--- src/rtl/vic_pkg.sv ---
`timescale 1ns/1ps
package vic_pkg;
  localparam int NSRC       = 64;
  localparam int DATA_W     = 32;
  localparam int ADDR_W     = 5;
  localparam int PRIO_W     = 4;
  localparam int MASK_W     = 5;
  localparam int IDX_W      = $clog2(NSRC);
  localparam int HALF_W     = NSRC / 2;
  localparam int PER_WORD   = DATA_W / PRIO_W;
  localparam int PRIO_WORDS = NSRC / PER_WORD;
  localparam int GRP_W      = $clog2(PRIO_WORDS);
  localparam int VEC_IDX_LSB = 16;

  localparam logic [MASK_W-1:0] MASK_OFF = '1;

  localparam logic [ADDR_W-1:0] A_MASK   = ADDR_W'(1);
  localparam logic [ADDR_W-1:0] A_ENSET  = ADDR_W'(2);
  localparam logic [ADDR_W-1:0] A_ENCLR  = ADDR_W'(3);
  localparam logic [ADDR_W-1:0] A_ENHI   = ADDR_W'(4);
  localparam logic [ADDR_W-1:0] A_ENLO   = ADDR_W'(5);
  localparam logic [ADDR_W-1:0] A_TYHI   = ADDR_W'(6);
  localparam logic [ADDR_W-1:0] A_TYLO   = ADDR_W'(7);
  localparam logic [ADDR_W-1:0] A_PRFIRST = ADDR_W'(8);
  localparam logic [ADDR_W-1:0] A_PRLAST = ADDR_W'(8 + PRIO_WORDS - 1);
  localparam logic [ADDR_W-1:0] A_NVEC   = ADDR_W'(16);
  localparam logic [ADDR_W-1:0] A_FVEC   = ADDR_W'(17);
  localparam logic [ADDR_W-1:0] A_RAWHI  = ADDR_W'(18);
  localparam logic [ADDR_W-1:0] A_RAWLO  = ADDR_W'(19);
  localparam logic [ADDR_W-1:0] A_FRCHI  = ADDR_W'(20);
  localparam logic [ADDR_W-1:0] A_FRCLO  = ADDR_W'(21);
  localparam logic [ADDR_W-1:0] A_NPHI   = ADDR_W'(22);
  localparam logic [ADDR_W-1:0] A_NPLO   = ADDR_W'(23);
  localparam logic [ADDR_W-1:0] A_FPHI   = ADDR_W'(24);
  localparam logic [ADDR_W-1:0] A_FPLO   = ADDR_W'(25);

  localparam logic [DATA_W-1:0] VEC_NONE = '1;

  // Status word of the normal vector register: source number above, priority below.
  function automatic logic [DATA_W-1:0] norm_vec_word(input logic [IDX_W-1:0] idx,
                                                      input logic [PRIO_W-1:0] prio);
    logic [DATA_W-1:0] w;
    w = '0;
    w[VEC_IDX_LSB +: IDX_W] = idx;
    w[PRIO_W-1:0] = prio;
    return w;
  endfunction

  function automatic logic [DATA_W-1:0] fast_vec_word(input logic [IDX_W-1:0] idx);
    return DATA_W'(idx);
  endfunction

  // Priority group held by a priority word: the order is reversed.
  function automatic logic [GRP_W-1:0] prio_group(input logic [ADDR_W-1:0] addr);
    return GRP_W'(int'(A_PRLAST) - int'(addr));
  endfunction

  function automatic logic [NSRC-1:0] one_hot(input logic [IDX_W-1:0] idx);
    logic [NSRC-1:0] v;
    v = '0;
    v[idx] = 1'b1;
    return v;
  endfunction
endpackage

--- src/rtl/vic_pend_bits.sv ---
`timescale 1ns/1ps
module vic_pend_bits
  import vic_pkg::*;
(
  input  logic              clk,
  input  logic              rst_n,
  input  logic [NSRC-1:0]   src_lvl,
  input  logic              frc_hi_we,
  input  logic              frc_lo_we,
  input  logic [DATA_W-1:0] frc_data,
  input  logic [NSRC-1:0]   ack_clr,
  output logic [NSRC-1:0]   pend
);
  logic [NSRC-1:0] src_q;

  for (genvar i = 0; i < NSRC; i++) begin : g_bit
    localparam int HALF = i / DATA_W;
    localparam int POS  = i % DATA_W;
    logic frc_we;
    if (HALF == 0) begin : g_lo
      assign frc_we = frc_lo_we;
    end else begin : g_hi
      assign frc_we = frc_hi_we;
    end

    // Acknowledge, then level events, then software force.
    always_ff @(posedge clk or negedge rst_n) begin
      if (!rst_n) begin
        pend[i]  <= 1'b0;
        src_q[i] <= 1'b0;
      end else begin
        src_q[i] <= src_lvl[i];
        if (ack_clr[i])       pend[i] <= 1'b0;
        else if (src_lvl[i])  pend[i] <= 1'b1;
        else if (src_q[i])    pend[i] <= 1'b0;
        else if (frc_we)      pend[i] <= frc_data[POS];
      end
    end
  end
endmodule

--- src/rtl/vic_norm_pick.sv ---
`timescale 1ns/1ps
module vic_norm_pick
  import vic_pkg::*;
(
  input  logic [NSRC-1:0]        flags,
  input  logic [NSRC*PRIO_W-1:0] prio_flat,
  input  logic [MASK_W-1:0]      thresh,
  output logic                   found,
  output logic [IDX_W-1:0]       win_idx,
  output logic [PRIO_W-1:0]      win_prio,
  output logic                   above
);
  // Highest priority wins; ">=" lets the higher number take a tie.
  always_comb begin
    found    = 1'b0;
    win_idx  = '0;
    win_prio = '0;
    for (int i = 0; i < NSRC; i++) begin
      if (flags[i] && (!found || prio_flat[i*PRIO_W +: PRIO_W] >= win_prio)) begin
        found    = 1'b1;
        win_idx  = IDX_W'(i);
        win_prio = prio_flat[i*PRIO_W +: PRIO_W];
      end
    end
  end

  // Independent reduction: any candidate strictly above the threshold.
  always_comb begin
    above = 1'b0;
    for (int i = 0; i < NSRC; i++) begin
      if (flags[i] && (MASK_W'(prio_flat[i*PRIO_W +: PRIO_W]) > thresh)) above = 1'b1;
    end
  end
endmodule

--- src/rtl/vic_fast_pick.sv ---
`timescale 1ns/1ps
module vic_fast_pick
  import vic_pkg::*;
(
  input  logic [NSRC-1:0]  flags,
  output logic             found,
  output logic [IDX_W-1:0] win_idx
);
  always_comb begin
    found   = 1'b0;
    win_idx = '0;
    for (int i = NSRC - 1; i >= 0; i--) begin
      if (flags[i]) begin
        found   = 1'b1;
        win_idx = IDX_W'(i);
      end
    end
  end
endmodule

--- src/rtl/vic_regbank.sv ---
`timescale 1ns/1ps
module vic_regbank
  import vic_pkg::*;
(
  input  logic              clk,
  input  logic              rst_n,
  input  logic [NSRC-1:0]   src_lvl,
  input  logic              bus_sel,
  input  logic              bus_wr,
  input  logic [ADDR_W-1:0] bus_addr,
  input  logic [DATA_W-1:0] bus_wdata,
  output logic [DATA_W-1:0] bus_rdata,
  output logic              irq_norm,
  output logic              irq_fast
);
  logic [NSRC-1:0]        pend;
  logic [NSRC-1:0]        en;
  logic [NSRC-1:0]        ty_fast;
  logic [MASK_W-1:0]      mask_q;
  logic [NSRC*PRIO_W-1:0] prio_flat;

  logic wr_en, rd_en, in_prio;
  logic [GRP_W-1:0] grp;
  assign wr_en   = bus_sel & bus_wr;
  assign rd_en   = bus_sel & ~bus_wr;
  assign in_prio = (bus_addr >= A_PRFIRST) && (bus_addr <= A_PRLAST);
  assign grp     = prio_group(bus_addr);

  logic [NSRC-1:0] norm_flags, fast_flags;
  assign norm_flags = pend & en & ~ty_fast;
  assign fast_flags = pend & en & ty_fast;

  logic              norm_found, norm_above, fast_found;
  logic [IDX_W-1:0]  norm_idx, fast_idx;
  logic [PRIO_W-1:0] norm_prio;

  vic_norm_pick u_norm (
    .flags    (norm_flags),
    .prio_flat(prio_flat),
    .thresh   (mask_q),
    .found    (norm_found),
    .win_idx  (norm_idx),
    .win_prio (norm_prio),
    .above    (norm_above)
  );

  vic_fast_pick u_fast (
    .flags  (fast_flags),
    .found  (fast_found),
    .win_idx(fast_idx)
  );

  // Acknowledge events, brought out for the checker.
  logic ack_norm, ack_fast;
  logic [NSRC-1:0] ack_clr;
  assign ack_norm = rd_en && (bus_addr == A_NVEC) && norm_found;
  assign ack_fast = rd_en && (bus_addr == A_FVEC) && fast_found;
  assign ack_clr  = (ack_norm ? one_hot(norm_idx) : '0) | (ack_fast ? one_hot(fast_idx) : '0);

  logic frc_hi_we, frc_lo_we;
  assign frc_hi_we = wr_en && (bus_addr == A_FRCHI);
  assign frc_lo_we = wr_en && (bus_addr == A_FRCLO);

  vic_pend_bits u_pend (
    .clk      (clk),
    .rst_n    (rst_n),
    .src_lvl  (src_lvl),
    .frc_hi_we(frc_hi_we),
    .frc_lo_we(frc_lo_we),
    .frc_data (bus_wdata),
    .ack_clr  (ack_clr),
    .pend     (pend)
  );

  // Configuration registers.
  always_ff @(posedge clk or negedge rst_n) begin
    if (!rst_n) begin
      en        <= '0;
      ty_fast   <= '0;
      mask_q    <= MASK_OFF;
      prio_flat <= '0;
    end else if (wr_en) begin
      if (in_prio) begin
        prio_flat[int'(grp)*DATA_W +: DATA_W] <= bus_wdata;
      end else begin
        case (bus_addr)
          A_MASK:  mask_q <= bus_wdata[MASK_W-1:0];
          A_ENSET: en[bus_wdata[IDX_W-1:0]] <= 1'b1;
          A_ENCLR: en[bus_wdata[IDX_W-1:0]] <= 1'b0;
          A_ENHI:  en[NSRC-1:HALF_W] <= bus_wdata;
          A_ENLO:  en[HALF_W-1:0] <= bus_wdata;
          A_TYHI:  ty_fast[NSRC-1:HALF_W] <= bus_wdata;
          A_TYLO:  ty_fast[HALF_W-1:0] <= bus_wdata;
          default: ;
        endcase
      end
    end
  end

  // Read path.
  always_comb begin
    bus_rdata = '0;
    if (rd_en) begin
      if (in_prio) begin
        bus_rdata = prio_flat[int'(grp)*DATA_W +: DATA_W];
      end else begin
        case (bus_addr)
          A_MASK:  bus_rdata = DATA_W'(mask_q);
          A_ENHI:  bus_rdata = en[NSRC-1:HALF_W];
          A_ENLO:  bus_rdata = en[HALF_W-1:0];
          A_TYHI:  bus_rdata = ty_fast[NSRC-1:HALF_W];
          A_TYLO:  bus_rdata = ty_fast[HALF_W-1:0];
          A_NVEC:  bus_rdata = norm_found ? norm_vec_word(norm_idx, norm_prio) : VEC_NONE;
          A_FVEC:  bus_rdata = fast_found ? fast_vec_word(fast_idx) : VEC_NONE;
          A_RAWHI: bus_rdata = pend[NSRC-1:HALF_W];
          A_RAWLO: bus_rdata = pend[HALF_W-1:0];
          A_NPHI:  bus_rdata = norm_flags[NSRC-1:HALF_W];
          A_NPLO:  bus_rdata = norm_flags[HALF_W-1:0];
          A_FPHI:  bus_rdata = fast_flags[NSRC-1:HALF_W];
          A_FPLO:  bus_rdata = fast_flags[HALF_W-1:0];
          default: bus_rdata = '0;
        endcase
      end
    end
  end

  assign irq_fast = |fast_flags;
  assign irq_norm = norm_found && ((mask_q == MASK_OFF) || norm_above);
endmodule

--- config.mk ---
export PLATFORM = sky130hd
export DESIGN_NAME = vic_regbank
export DESIGN_NICKNAME = d
export VERILOG_FILES = /design/src/rtl/vic_pkg.sv /design/src/rtl/vic_pend_bits.sv /design/src/rtl/vic_norm_pick.sv /design/src/rtl/vic_fast_pick.sv /design/src/rtl/vic_regbank.sv
export SDC_FILE = /design/constraint.sdc
export NUM_CORES = 2
export LEC_CHECK = 0
export ABC_AREA = 1
export BUFFER_PORTS_ARGS = -buffer_cell sky130_fd_sc_hd__buf_2
export CAP_MARGIN = 25
export CORE_AREA = 5 5 318 351
export DETAILED_ROUTE_END_ITERATION = 10
export DIE_AREA = 0 0 323 356
export GPL_ROUTABILITY_DRIVEN = 1
export PLACE_DENSITY = 0.56
export SLEW_MARGIN = 20
export SYNTH_ARGS = -nofsm -noshare
export SYNTH_HDL_FRONTEND = slang
export SYNTH_HIERARCHICAL = 1
export SYNTH_SLANG_ARGS = --single-unit
--- constraint.sdc ---
create_clock -name clk -period 96 [get_ports clk]
set_input_delay 4.8 -clock clk [delete_from_list [all_inputs] [get_ports clk]]
set_output_delay 4.8 -clock clk [all_outputs]
set_load 0.05 [all_outputs]
==> results.yml <==
layout:
  syn2layout_area_growth_pct: 9.49
  stdcell_area_um2: 52600
  n_fill_cell: 11287
  final_nets: 8057
  drive_gt1_share_pct: 9.96
  fin_util_pct: 48.7
sta:
  setup_viol: 0
  max_slew_margin_pct: 21.5
  rsz0062_at_grt: "no"
  fin_crit_sh_pct: 89.5
  worst_slew_pin_slew_ns: 1.17
  fin_crit_ns: 85.96
  maxSlewViolCount: 0
  fin_setup_tns_ns: 0
  whs_ns: 0.514
  hold_violations: 0
  fmax_mhz: 11.6
  skew_ns: 0.0398
grt:
  busiest_layer: "met2"
  met3_usage_pct: 8.94
  antenna_found_initial: 12
  grt.total_usage_pct: 42.6
  grt_pass1_vias: 49060
  grt_max_degree: 108
  grt_pass1_wl_um: 353000
  met1_usage_pct: 54.6
  met2_usage_pct: 62.7
  overflow: 0
logic_synthesis:
  seq_area_frac_synth_pct: 26.9
  synth.avg_cell_area_um2: 6.48
  synth_edf_count: 0
  synth.distinct_cells: 68
  ys_warn_count: 6
  synth_nets: 7975
  netlist_area_um2: 48000
  synth_seq_cells: 517
  dominantRegCellSynth: "dfrtp_1"
  synthArstFlopShare_pct: 100
  synthCells: 7412
critical_path:
  critPathMaxFanout: 20
  startpoint_type: "register"
  crit_path_end_kind: "primary output"
  critPathRequiredTime_ns: 91.20
  worst_path_largest_cell_delay_ns: 0.46
  cpMostUsedCell: "o21ai_0"
  critPathArrivalTime_ns: 81.16
  crit_slowest_cell: "dfrtp_1"
  worstSetupPathType: "reg -> out"
drt:
  wl_per_cell_um: 28.2
  dr.pass1.iters: 8
  drc: 0
  drt_iter0_markers: 7143
  vias: 53558
  viasPerCell: 5.97
  ant_nets: 0
  routed_wl_um: 253000
die:
  initial_core_util_pct: 44.4
  dieArea_um2: 115000
  dieHeight_um: 356
  pin_count: 139
  core-area_um2: 108000
  die_w_um: 323
  rows: 127
placed_design:
  placed_area_um2: 50200
  hpwlAfterDp_um: 194000
  port_buffers: 138
  place_congestion: 1.06
cts:
  htreeDepth: 3
  cts_buffer_depth: 3
  post_cts_resize_count: 0
  cts_tree: "built"
  postCtsHoldBufs: 0
  clk_latency_ns: 0.68
  cts_num_sinks: 517
  cts_buffers: 68
  cts_setup_buffers: 0
  clk_pin_slew_worst_paths_ns: 0.06
  root_buffer: "clkbuf_16"
hold_path:
  hold_class: "reg -> reg"
run_status:
  status: "completed"
run:
  max_cap_violations: 0
[Yosys cell counts, drive strengths merged, types with 5 or more instances]
| cell type | n | area [um^2] |
|---|---|---|
| nor4 | 10 | 62.6 |
| o21ai | 890 | 4460 |
| nor2 | 563 | 2270 |
| a211oi | 5 | 37.5 |
| clkbuf | 106 | 418 |
| and2 | 7 | 45.1 |
| nor3 | 53 | 300 |
| o22ai | 64 | 400 |
| nand2 | 2234 | 9050 |
| a31oi | 5 | 31.3 |
| a311oi | 7 | 61.3 |
| ha | 458 | 5730 |
| nand3b | 5 | 53.8 |
| o211ai | 37 | 278 |
| clkinv | 12 | 72.6 |
| nand3 | 832 | 4450 |
| a21boi | 5 | 45.0 |
| a21oi | 245 | 1290 |
| nand4 | 141 | 882 |
| and3 | 7 | 43.8 |
| buf | 134 | 802 |
| dfrtp | 512 | 12800 |
| inv | 1036 | 3980 |
| dfstp | 5 | 131 |
| or2 | 8 | 50.1 |
| o21bai | 7 | 52.6 |
[sequential cells by signal, summed over array words and instances, names as in the netlist]
signal and cells:
en 64, mask_q 5, prio_flat 256, ty_fast 64
u_pend/pend 64, u_pend/src_q 64
[metal layers]
layer / vias up / routed length (um)
li1: 24526 / -
met1: 25093 / 97000
met2: 3193 / 104000
met3: 738 / 27200
met4: 8 / 24400
met5: - / 46
[kinds of logic (layout without fill, tap and decap cells)]
group                      after synthesis  count (layout)  synth area share [%]
AOI/OAI and AO/OA                     1286            1286                  14.2
adders and majority gates              458             458                  11.9
buffers and inverters                 1289            1426                  11.0
DFF                                    517             517                  26.9
other                                    0               2                     0
and+or+nand+nor                       3862            3862                  35.9
[final cells by class]
class | count | area [um^2] | area share [%]
multi-input cells | 5606 | 29900 | 56.8
flip-flops and latches | 517 | 12900 | 24.6
inverters | 1049 | 4070 | 7.75
clock buffers | 102 | 2000 | 3.80
well taps | 1419 | 1780 | 3.38
repair buffers | 252 | 1600 | 3.03
clock inverters | 23 | 307 | 0.583
diodes | 2 | 5.00 | 0.00952
[cells in the final DEF, fill, tap and decap left out, drive strengths merged, types with 7 or more instances in the layout]
cell    count
nand4     141
dfrtp     512
clkinv     24
clkbuf    102
nand3     832
nor4       10
nor2      563
and2        7
ha        458
o21ai     890
a311oi      7
inv      1039
and3        7
nor3       53
o21bai      7
nand2    2234
o211ai     37
or2         8
a21oi     245
o22ai      64
buf       252
[worst max-delay path, delay by kind of cell, from the launching register on]
kind	cells	cell delay (ns)
adder cells (fa/ha/maj)	63	18.26
buffers and inverters	67	5.22
AND/OR/NAND/NOR	314	28.94
AO/OA/AOI/OAI	185	27.44
flip-flops	1	0.46
[final timing paths]
kind                       depth (start not counted)            from                to  slack (ns)
max                                              629  u_pend/pend[0]      bus_rdata[6]       10.04
min                                                2       mask_q[1]         mask_q[1]        0.51
max reg2reg                                      628  u_pend/pend[0]    u_pend/pend[9]       15.40
min reg2reg                                        2       mask_q[1]         mask_q[1]        0.51
max in group asynchronous                          4           rst_n    prio_flat[163]       88.69
min in group asynchronous                          1           rst_n  u_pend/src_q[61]        4.19
[through the flow]
stage               setup WS, ns  instances
detailed placement         12.40       8840
floorplan                  22.58       7412
CTS                        11.41       8965
finish                     10.04       8970
global placement           13.83       8838
global route               0.280       8968
Power is left out: the tool's default activity adds up to more than one toggle a clock period on the data nets, which glitch-free logic cannot reach.
